===== src/rtl/qpair_pkg.sv =====
package qpair_pkg;

  function automatic int unsigned ptr_mask(int unsigned pw);
    return (32'd1 << pw) - 32'd1;
  endfunction

  // advance a wrap-bit pointer by one when enabled
  function automatic int unsigned ptr_step(int unsigned ptr, bit adv, int unsigned pw);
    return (ptr + (adv ? 32'd1 : 32'd0)) & ptr_mask(pw);
  endfunction

  // words held, from write and read pointers that carry one wrap bit
  function automatic int unsigned fill_level(int unsigned wr, int unsigned rd, int unsigned pw);
    return (wr - rd) & ptr_mask(pw);
  endfunction

endpackage


===== src/rtl/qpair_store.sv =====
module qpair_store #(
  parameter int DATA_W = 32,
  parameter int DEPTH  = 8,
  localparam int AW    = $clog2(DEPTH)
) (
  input  logic              clk,
  input  logic              we,
  input  logic [AW-1:0]     waddr,
  input  logic [DATA_W-1:0] wdata,
  input  logic [AW-1:0]     raddr,
  output logic [DATA_W-1:0] rdata
);

  logic [DATA_W-1:0] cells [DEPTH];

  always_ff @(posedge clk) begin
    if (we) cells[waddr] <= wdata;
  end

  assign rdata = cells[raddr];

endmodule


===== src/rtl/qpair_ptrs.sv =====
module qpair_ptrs
  import qpair_pkg::*;
#(
  parameter int DEPTH = 8,
  localparam int AW   = $clog2(DEPTH),
  localparam int PW   = AW + 1
) (
  input  logic          clk,
  input  logic          rst_n,
  input  logic          flush,
  input  logic          wr_req,
  input  logic          rd_req,
  output logic          wr_acc,
  output logic          rd_acc,
  output logic [AW-1:0] wr_addr,
  output logic [AW-1:0] rd_addr,
  output logic          full,
  output logic          empty
);

  logic [PW-1:0] wr_ptr, rd_ptr, wr_nxt, rd_nxt;
  logic          full_q, empty_q;
  int unsigned   level_nxt;

  // requests are qualified only by registered flags
  assign wr_acc = wr_req & ~full_q  & ~flush;
  assign rd_acc = rd_req & ~empty_q & ~flush;

  always_comb begin
    if (flush) begin
      wr_nxt = '0;
      rd_nxt = '0;
    end else begin
      wr_nxt = PW'(ptr_step(32'(wr_ptr), wr_acc, PW));
      rd_nxt = PW'(ptr_step(32'(rd_ptr), rd_acc, PW));
    end
    level_nxt = fill_level(32'(wr_nxt), 32'(rd_nxt), PW);
  end

  always_ff @(posedge clk or negedge rst_n) begin
    if (!rst_n) begin
      wr_ptr  <= '0;
      rd_ptr  <= '0;
      empty_q <= 1'b1;
      full_q  <= 1'b0;
    end else begin
      wr_ptr  <= wr_nxt;
      rd_ptr  <= rd_nxt;
      empty_q <= (level_nxt == 0);
      full_q  <= (level_nxt == 32'(DEPTH));
    end
  end

  assign wr_addr = wr_ptr[AW-1:0];
  assign rd_addr = rd_ptr[AW-1:0];
  assign full    = full_q;
  assign empty   = empty_q;

endmodule


===== src/rtl/qpair_fifo.sv =====
module qpair_fifo #(
  parameter int DATA_W     = 32,
  parameter int DEPTH      = 8,
  parameter bit SHOW_AHEAD = 1'b0,
  localparam int AW        = $clog2(DEPTH)
) (
  input  logic              clk,
  input  logic              rst_n,
  input  logic              flush,
  input  logic              wr_req,
  input  logic [DATA_W-1:0] wr_data,
  output logic              full,
  input  logic              rd_req,
  output logic              empty,
  output logic [DATA_W-1:0] rd_data,
  output logic              rd_valid,
  output logic              wr_acc,
  output logic              rd_acc
);

  logic [AW-1:0]     wr_addr, rd_addr;
  logic [DATA_W-1:0] head_word;

  qpair_ptrs #(.DEPTH(DEPTH)) u_ptrs (
    .clk     (clk),
    .rst_n   (rst_n),
    .flush   (flush),
    .wr_req  (wr_req),
    .rd_req  (rd_req),
    .wr_acc  (wr_acc),
    .rd_acc  (rd_acc),
    .wr_addr (wr_addr),
    .rd_addr (rd_addr),
    .full    (full),
    .empty   (empty)
  );

  qpair_store #(.DATA_W(DATA_W), .DEPTH(DEPTH)) u_store (
    .clk   (clk),
    .we    (wr_acc),
    .waddr (wr_addr),
    .wdata (wr_data),
    .raddr (rd_addr),
    .rdata (head_word)
  );

  generate
    if (SHOW_AHEAD) begin : g_show
      // head word is visible before the read
      assign rd_data  = head_word;
      assign rd_valid = ~empty;
    end else begin : g_reg
      logic [DATA_W-1:0] data_q;
      logic              valid_q;
      always_ff @(posedge clk or negedge rst_n) begin
        if (!rst_n) begin
          data_q  <= '0;
          valid_q <= 1'b0;
        end else begin
          valid_q <= rd_acc;
          if (rd_acc) data_q <= head_word;
        end
      end
      assign rd_data  = data_q;
      assign rd_valid = valid_q;
    end
  endgenerate

endmodule


===== src/rtl/proc_queue_pair.sv =====
module proc_queue_pair #(
  parameter int DATA_W = 32,
  parameter int DEPTH  = 8
) (
  input  logic              clk,
  input  logic              rst_n,
  input  logic              flush,
  input  logic              in_wr_valid,
  input  logic [DATA_W-1:0] in_wr_data,
  output logic              in_wr_ready,
  input  logic              pop_req,
  output logic              pop_empty,
  output logic [DATA_W-1:0] pop_data,
  output logic              pop_valid,
  input  logic              push_req,
  input  logic [DATA_W-1:0] push_data,
  output logic              push_full,
  output logic              out_rd_valid,
  output logic [DATA_W-1:0] out_rd_data,
  input  logic              out_rd_ready
);

  // named internal events, observed by the bound checker
  logic in_full, out_empty;
  logic in_wr_accept, pop_accept, push_accept, out_rd_accept;

  qpair_fifo #(.DATA_W(DATA_W), .DEPTH(DEPTH), .SHOW_AHEAD(1'b0)) u_ingress (
    .clk      (clk),
    .rst_n    (rst_n),
    .flush    (flush),
    .wr_req   (in_wr_valid),
    .wr_data  (in_wr_data),
    .full     (in_full),
    .rd_req   (pop_req),
    .empty    (pop_empty),
    .rd_data  (pop_data),
    .rd_valid (pop_valid),
    .wr_acc   (in_wr_accept),
    .rd_acc   (pop_accept)
  );

  qpair_fifo #(.DATA_W(DATA_W), .DEPTH(DEPTH), .SHOW_AHEAD(1'b1)) u_egress (
    .clk      (clk),
    .rst_n    (rst_n),
    .flush    (flush),
    .wr_req   (push_req),
    .wr_data  (push_data),
    .full     (push_full),
    .rd_req   (out_rd_ready),
    .empty    (out_empty),
    .rd_data  (out_rd_data),
    .rd_valid (out_rd_valid),
    .wr_acc   (push_accept),
    .rd_acc   (out_rd_accept)
  );

  assign in_wr_ready = ~in_full;

endmodule


===== config.mk =====
export PLATFORM = sky130hd
export DESIGN_NAME = proc_queue_pair
export DESIGN_NICKNAME = d
export VERILOG_FILES = /design/src/rtl/qpair_pkg.sv /design/src/rtl/qpair_store.sv /design/src/rtl/qpair_ptrs.sv /design/src/rtl/qpair_fifo.sv /design/src/rtl/proc_queue_pair.sv
export SDC_FILE = /design/constraint.sdc
export NUM_CORES = 1
export LEC_CHECK = 0
export BUFFER_PORTS_ARGS = -buffer_cell sky130_fd_sc_hd__buf_2
export CORE_AREA = 4 4 314 316
export DETAILED_ROUTE_END_ITERATION = 16
export DIE_AREA = 0 0 318 320
export GPL_TIMING_DRIVEN = 1
export HOLD_SLACK_MARGIN = 0.03
export PLACE_DENSITY = 0.47
export SYNTH_ARGS = -nofsm -noshare
export SYNTH_HDL_FRONTEND = slang
export SYNTH_SLANG_ARGS = --single-unit

===== constraint.sdc =====
create_clock -name clk -period 4.6 [get_ports clk]
set_clock_uncertainty 0.2 [all_clocks]
set_input_delay 0.92 -clock clk [delete_from_list [all_inputs] [get_ports clk]]
set_output_delay 0.92 -clock clk [all_outputs]
set_load 0.03 [all_outputs]

# Yosys cells after proc, flatten, opt, wreduce, memory -nomap -nowiden
# Memory sizes are Yosys's and may differ from the RTL's. A register that Yosys moved wholly into a read port is not among the register bits.
# Cells that the tools add are included.
[word_totals]
memories = 2
elab_cells = 47
regBits = 21
in_bits = 71
ramBits = 512
[memory_table]
columns = ["memory", "depth", "width", "rd", "rd_clocked_by_memory_dff", "wr", "line_no", "rtl"]
rows = [
  ["u_egress.u_store.cells", 8, 32, 1, 0, 1, "qpair_store.sv:14", "logic [DATA_W-1:0] cells [DEPTH];"],
  ["u_ingress.u_store.cells", 8, 32, 1, 1, 1, "qpair_store.sv:14", ""],
]
[op_classes]
eq_ne = 2
n_mux = 12
n_addsub = 6
bitwise = 13
reduce_logical = 3
[op_table]
columns = ["op", "n"]
rows = [
  ["$logic_not A32 Y1", 2],
  ["$add A4 B1 Y4", 4],
  ["$mux W4", 4],
  ["$and A1 B1 Y1", 8],
  ["$eq A4 B4 Y1 const B", 2],
  ["$mux W1", 8],
  ["$sub A4 B4 Y4", 2],
  ["$not A1 Y1", 5],
  ["$logic_not A1 Y1", 1],
]

# Depth between registers and ports, before layout
# Gate-level depths: netlist of run 1.
[logic_depth]
depth_word = 8
mapped_depth = 13

# Cells and area by module
# A second synthesis of run 1 with hierarchy kept.
[unflattened]
cells_unflattened = 941
area_unflattened_um2 = 22196.3
[modules_own_cells]
columns = ["mod", "cells_each", "n_inst", "area_per_inst_um2"]
rows = [
  ["qpair_store", 383, 2, 9825.7],
  ["qpair_fifo (u_ingress)", 69, 1, 1370.1],
  ["qpair_ptrs (u_egress.u_ptrs)", 52, 1, 584.3],
  ["qpair_ptrs (u_ingress.u_ptrs)", 52, 1, 583.1],
  ["proc_queue_pair", 1, 1, 3.8],
  ["qpair_fifo (u_egress)", 1, 1, 3.8],
]

# Least setup slack after synthesis of run 1
# Ideal clock, no wire load.
[synth_path]
path_type = "input port to flip-flop"
from = "input flush"
to = "memory u_egress.u_store.cells[0][0] (enable)"
path_slack_ns = 0.198
path_stages = 4
arrival_ns = 3.741
path_buffers = 1
required_time_ns = 3.939
cell_sequence = "buf_2 > nor3b_1 > nand2b_1 > nor3_1"
[synth_via]
elab_chain_cells = 4
[synth_rtl]
columns = ["item", "line_no", "rtl"]
rows = [
  ["start: declaration", "proc_queue_pair.sv:7", "input logic flush,"],
  ["$not A1 Y1", "qpair_ptrs.sv:26", "assign wr_acc = wr_req & ~full_q & ~flush;"],
  ["$and A1 B1 Y1", "qpair_ptrs.sv:26", ""],
  ["$mux W1", "qpair_store.sv:17", "if (we) cells[waddr] <= wdata;"],
  ["$mux W1 (not written as such)", "qpair_store.sv:17", ""],
  ["end: declaration", "qpair_store.sv:14", ""],
]
# Every way passes these cells.

# Worst setup path after layout of run 1
[layout_path]
from = "register u_egress.u_ptrs.rd_ptr[0]"
to = "output out_rd_data[7]"
[layout_via]
elab_chain_cells = 1
[layout_rtl]
columns = ["item", "line_no", "rtl"]
rows = [
  ["start: declaration", "qpair_ptrs.sv:21", "logic [PW-1:0] wr_ptr, rd_ptr, wr_nxt, rd_nxt;"],
  ["start signal: assignment", "qpair_ptrs.sv:48", "rd_ptr <= rd_nxt;"],
  ["$mem_v2 Z8 W32", "-", ""],
  ["end: declaration", "proc_queue_pair.sv:19", "output logic [DATA_W-1:0] out_rd_data,"],
]
# Every way passes these cells.

==> metrics.yaml, run 1 <==
status: "completed"
layoutNonFillerInstCount: 2555
grt.overflow.total: 0
vdd_ir_drop_max_mv: 0.268
synth.avg_cell_area_um2: 21.0
swShare_pct: 25.8
hold_path_depth: 2
drive_gt1_share_pct: 33.6
wl_per_cell_um: 20.5
syn_inst: 1038
worst_r2r_startpoint: "u_ingress.u_ptrs.full"
internal-power_uw: 9100
synth_cell_types: 30
crit_path_end_kind: "output pin"
cts-buffers-inserted: 60
cap_violations: 0
hp-class: "flip-flop to flip-flop"
holdPathEnd: "u_ingress.rd_data[31]"
period_minus_slack_ns: 3.96
cts-root-buf: "clkbuf_16"
synth-seq-cells: 565
place_inst: 2437
clkPwrFrac_pct: 38.3
seq_power_share_pct: 49.1
num_io_pins: 140
syn2layout_area_growth_pct: 20.0
synth-main-ff-cell: "edfxtp_1"
fmax_mhz: 253
timing_hold_violations_final: 0
cts_tree: "yes"
grt_pass1_wl_mm: 77.1
ctsHoldBuffers: 0
dp_hpwl_mm: 30.2
cts.sinks: 565
fp-row-count: 114
antenna_found_initial: 17
combPwrFrac_pct: 12.6
required_ns: 3.48
crit_chain: "buf_12, mux4_1, mux2_2, buf_2"
cp_num_buf_inv: 2
worstSkewPairLatency_ns: 0.61
startpoint_type: "flip-flop"
dieArea_um2: 102000
fin_crit_sh_pct: 86.1
p_switching_uw: 3170
critPathKind: "flip-flop to output pin"
drc: 0
min-delay-start: "u_ingress.rd_data[31]"
drt_first_pass_iters: 4
nets: 1308
ys_seq_area_share_pct: 76.5
worst_pin_slew_ns: 1.10
async_flop_share_pct: 9.38
rsz0062_at_grt: "false"
die_x_um: 318
start_util_pct: 22.8
power_density_nw_per_um2: 468
crit_fanout: 30
synth_warnings: 0
h-tree-depth: 2
core_um2: 96000
port_buffers: 139
rrSetupSlack_ns: 1.90
drt_iter0_drc: 651
post_cts_buffers: 0
clockBufferDepth: 3
via_per_inst: 4.12
ant_nets: 0
tns_ns: 0
netlist_area_um2: 21800
grt_max_degree: 46
die_h_um: 320
syn-num-nets: 1123
gp_congestion: 0.689
cpMaxStageDelayCell: "dfrtp_4"
grt_pass1_vias: 11400
slew_violations: 0
r2r-end: "u_ingress.u_ptrs.empty"
track_usage_pct: 10.1
relSlewSlack_pct: 26.4
critPathTopFamily: "multiplexers"
reg2reg_depth: 9
crit_arrival_ns: 2.84
drt_wl_total_mm: 52.5
post_cts_resized: 0
vias: 10500
synth_edf_count: 512
p_leak_uw: 0.00862
setup_violations: 0
clkTransAtPathRegs_ns: 0.06
slowest_delay_ns: 0.76
==> power by group through the flow <==
| stage | clock (µW) | combinational (µW) | sequential, µW |
|---|---|---|---|
| final | 4710 | 1550 | 6020 |
| after global placement | 0 | 1570 | 6130 |
| after CTS | 4850 | 1590 | 6030 |
| after global routing | 5090 | 1680 | 6050 |
| after floorplan | 0 | 748 | 6350 |
| after detailed placement | 0 | 1580 | 6130 |
==> worst min-delay path, cell delays in order, from the launching register on <==
cell and delay (ns):
dfrtp_1 0.34, nand2_1 0.04, o21ai_0 0.06
==> kinds of logic (layout without fill, tap and decap cells) <==
logic type | after synthesis | in the layout | share of synthesized area [%]
AOI/OAI and AO/OA | 68 | 68 | 2.13
xor gates and xnor gates | 12 | 12 | 0.607
adders and majority gates | 14 | 14 | 0.802
buffers and inverters | 62 | 296 | 1.60
DFF | 565 | 565 | 76.5
muxes | 192 | 192 | 15.8
other | 0 | 7 | 0
and+or+nand+nor | 125 | 125 | 2.57
==> layer usage <==
metal  GRT usage [%]  share of wire (%)  vias up
met5               0               0.10        -
met4            2.07                1.6        8
met3            2.99                6.3       81
met2            17.4                 49      231
met1            12.6                 43     5560
li1                -                  -     4637
==> cell usage in the layout, fill, tap and decap left out, types with 6 or more instances in the layout <==
| cell | count |
|---|---|
| nand2b_1 | 14 |
| clkbuf_1 | 10 |
| nor2_4 | 12 |
| nor2b_1 | 6 |
| diode_2 | 7 |
| clkinv_1 | 12 |
| xor2_1 | 6 |
| inv_1 | 11 |
| mux4_2 | 40 |
| clkinv_2 | 12 |
| nor2_1 | 39 |
| ha_1 | 14 |
| mux4_1 | 56 |
| o21ai_0 | 32 |
| nand2_1 | 37 |
| edfxtp_1 | 512 |
| o221ai_1 | 32 |
| dfrtp_1 | 46 |
| buf_4 | 31 |
| clkbuf_16 | 61 |
| buf_2 | 139 |
| mux2_2 | 96 |
==> layout make-up <==
class / instances / area, µm²
Sequential cell: 565 / 16700
Multi-Input combinational cell: 411 / 4900
Timing Repair Buffer: 174 / 1010
Antenna cell: 7 / 17.5
Clock buffer: 75 / 1620
Fill cell: 9597 / 69800
Inverter: 11 / 41.3
Clock inverter: 36 / 303
Tap cell: 1276 / 1600
==> metrics by stage <==
step           hold WS [ns]  utilization (%)  setup slack (ns)  instance area, µm²  power, µW
3_3_place_gp          0.264             25.3              1.12               24300       7710
6_report              0.278             27.3             0.641               26200      12300
4_1_cts               0.284             27.3             0.560               26200      12500
3_5_place_dp          0.270             25.3              1.11               24300       7720
5_1_grt               0.321             27.3             0.502               26200      12800
2_1_floorplan         0.311                -             0.198               21800       7100
==> synthesized netlist by cell type, types with 3 or more instances <==
library cell  number  share of area (%)
nor2_1            51               0.88
nor3_1             4              0.092
clkbuf_1          14               0.24
nor2b_1            6               0.17
buf_1              3              0.052
mux4_1            56                6.7
dfrtp_1           51                5.8
mux2_2            96                4.9
o21ai_0           32               0.73
mux4_2            40                4.1
edfxtp_1         512                 70
xor2_1             6               0.24
nor3b_1            3               0.10
nand2_1           38               0.65
ha_1              14               0.80
inv_1             11               0.19
buf_2             16               0.37
nand2b_1          14               0.40
buf_6              8               0.41
buf_4             10               0.34
o221ai_1          32                1.3
nand3_1            4              0.092
xnor2_1            4               0.16
==> flip-flops by register name, summed over array words and instances, names as in the netlist, 4 cells and up <==
name                     flops
u_egress.u_store.cells     256
u_ingress.u_store.cells    256
u_ingress.rd_data           32
u_egress.u_ptrs.rd_ptr       4
u_egress.u_ptrs.wr_ptr       4
u_ingress.u_ptrs.rd_ptr      4
u_ingress.u_ptrs.wr_ptr      4
==> worst max-delay path by stage <==
stage,from,endpoint,slack (ns),depth (start not counted)
3_3_place_gp,flush,u_ingress.u_ptrs.empty,1.12,10
6_report,u_egress.u_ptrs.rd_ptr[0],out_rd_data[7],0.64,4
4_1_cts,u_egress.u_ptrs.rd_ptr[0],out_rd_data[7],0.56,4
3_5_place_dp,flush,u_egress.u_ptrs.empty,1.11,10
5_1_grt,u_egress.u_ptrs.rd_ptr[0],out_rd_data[9],0.50,4
2_1_floorplan,flush,u_egress.u_store.cells[0][0],0.20,4
No activity file was read; power rests on OpenSTA's default activity.
==> run 2, diff against run 1 <==
PLACE_DENSITY = unset   (was 0.47)
==> run 2 against run 1 <==
Compared with the run above:
- clock-buffer cell count shrank 8
- clock power shrank 3%
- non-clock buffer count shrank 1
- critical endpoint is now out_rd_data[27]
- largest power group unchanged
- sequential power is essentially flat
- worst setup slack gained 0.0050 ns
==> metrics.yaml, run 2 (same netlist as run 1, synthesis figures left out) <==
cp_num_buf_inv: 2  # unchanged
drt_first_pass_iters: 5  # +1
h-tree-depth: 2  # unchanged
cpMaxStageDelayCell: "dfrtp_4"
track_usage_pct: 9.50  # -0.60 points
dp_slack_ns: 0.985  # -0.123 ns
nFillCells: 9509  # -0.92%
post_cts_buffers: 0  # unchanged
ctsHoldBuffers: 0  # unchanged
r2r-end: "u_ingress.rd_data[1]"
grt_pass1_wl_mm: 73.6  # -4.6%
crit_chain: "buf_4, mux4_1, mux2_2, buf_2"
swShare_pct: 25.6  # -0.24 points
worst_pin_slew_ns: 1.00  # -0.103 ns
via_per_inst: 4.12  # about the same
start_util_pct: 22.8  # unchanged
drc: 0  # unchanged
post_cts_resized: 0  # unchanged
status: "completed"
p_leak_uw: 0.00858  # -0.50%
dieArea_um2: 102000  # unchanged
cp-endpoint: "out_rd_data[27]"
grt.overflow.total: 0  # unchanged
antenna_found_initial: 10  # -7
startpoint_type: "flip-flop"
crit_fanout: 24  # -20%
worst_r2r_startpoint: "u_ingress.u_ptrs.rd_ptr[0]"
nets: 1305  # -0.23%
core_um2: 96000  # unchanged
critPathKind: "flip-flop to output pin"
vdd_ir_drop_max_mv: 0.405  # +51%
post-route-util_pct: 27.2  # -0.10 points
fmax_mhz: 253  # +0.13%
reg2reg_depth: 4  # -5
rrSetupSlack_ns: 1.64  # -0.26 ns
die_h_um: 320  # unchanged
grt_pass1_vias: 11200  # -1.5%
postPlaceCellArea_um2: 24200  # -0.15%
p_switching_uw: 3100  # -2.1%
path_depth: 4  # unchanged
required_ns: 3.48  # about the same
dp_hpwl_mm: 28.5  # -5.5%
seq_power_share_pct: 49.8  # +0.7 points
internal-power_uw: 9020  # -0.87%
worstSkewPairLatency_ns: 0.63  # +0.02 ns
clockBufferDepth: 3  # unchanged
drive_gt1_share_pct: 33.0  # -0.55 points
critPathTopFamily: "multiplexers"
slowest_delay_ns: 0.74  # -0.02 ns
combPwrFrac_pct: 12.4  # -0.2 points
final_common_cell: "edfxtp_1"
clkTransAtPathRegs_ns: 0.06  # about the same
vias: 10500  # -0.16%
wl_per_cell_um: 19.4  # -5.8%
crit_path_start: "u_egress.u_ptrs.rd_ptr[0]"
hp-class: "flip-flop to flip-flop"
ant_nets: 0  # unchanged
cts_tree: "yes"
fin_crit_sh_pct: 86.0  # -0.11 points
cap_violations: 0  # unchanged
power_density_nw_per_um2: 465  # -0.82%
relSlewSlack_pct: 33.3  # +6.9 points
timing_hold_violations_final: 0  # unchanged
syn2layout_area_growth_pct: 19.5
fp-row-count: 114  # unchanged
drt_wl_total_mm: 49.4  # -6.0%
crit_path_end_kind: "output pin"
gp_congestion: 0.733  # +6.4%
num_io_pins: 140  # unchanged
die_x_um: 318  # unchanged
clkPwrFrac_pct: 37.8  # -0.5 points
layout_common_cells: "512 x edfxtp_1, 139 x buf_2, 96 x mux2_2"
setup_violations: 0  # unchanged
fin_area_um2: 26100  # -0.38%
crit_arrival_ns: 2.83  # about the same
finalWorstSetupSlack_ns: 0.646  # +0.00495 ns
finalHoldWorstSlack_ns: 0.274  # -0.00473 ns
slew_violations: 0  # unchanged
period_minus_slack_ns: 3.95  # -0.00495 ns
port_buffers: 139  # unchanged
cts-buffers-inserted: 58  # -3.3%
cts-root-buf: "clkbuf_16"
cts.sinks: 565  # unchanged
grt_max_degree: 51  # +11%
rsz0062_at_grt: "false"
drt_iter0_drc: 636  # -2.3%
tns_ns: 0  # unchanged
-- run 2: power groups by stage --
stage	logic [µW]	clock network (µW)	registers [µW]
global placement	1520	0	6140
finish	1510	4580	6040
CTS	1550	4720	6040
floorplan	748	0	6350
global route	1640	4960	6060
detailed placement	1540	0	6140
-- run 2: area by class of cell --
class / instances / area (µm²) / share of cell area (%)
flip-flops and latches: 565 / 16700 / 64.0
multi-input cells: 411 / 4900 / 18.8
well taps: 1276 / 1600 / 6.12
repair buffers: 173 / 976 / 3.74
diodes: 8 / 20.0 / 0.0767
clock buffers: 67 / 1520 / 5.81
inverters: 11 / 41.3 / 0.158
clock inverters: 39 / 339 / 1.30
-- run 2: worst min path at each step --
stage                           endpoint  depth (start not counted)  slack [ns]                 startpoint
6_report           u_ingress.rd_data[10]                          2        0.27      u_ingress.rd_data[10]
5_1_grt            u_ingress.rd_data[10]                          2        0.30      u_ingress.rd_data[10]
4_1_cts               u_ingress.rd_valid                          1        0.28                      rst_n
3_5_place_dp       u_ingress.rd_data[10]                          2        0.27      u_ingress.rd_data[10]
3_3_place_gp        u_ingress.rd_data[0]                          2        0.27       u_ingress.rd_data[0]
2_1_floorplan  u_egress.u_ptrs.wr_ptr[3]                          2        0.31  u_egress.u_ptrs.wr_ptr[3]
-- run 2: metal layers --
metal  share of wire, %  track usage [%]  vias to the layer above
met4                1.8             2.09                        4
met3                6.4             2.79                       68
met5              0.055                0                        -
li1                   -                -                     4640
met1                 43             12.1                     5511
met2                 49             16.1                      277
-- run 2: stage by stage --
stage / instances / total power [µW]
6_report: 2550 / 12100
3_5_place_dp: 2436 / 7680
5_1_grt: 2544 / 12700
2_1_floorplan: 1038 / 7100
4_1_cts: 2542 / 12300
3_3_place_gp: 2436 / 7660
-- run 2: worst register-to-register path: cells and delay by family (launching register included) --
kind	cells	cell delay, ns
DFF	1	0.94
buffers and inverters	1	0.80
muxes	1	0.65
and+or+nand+nor	1	0.11
AOI/OAI and AO/OA	1	0.11
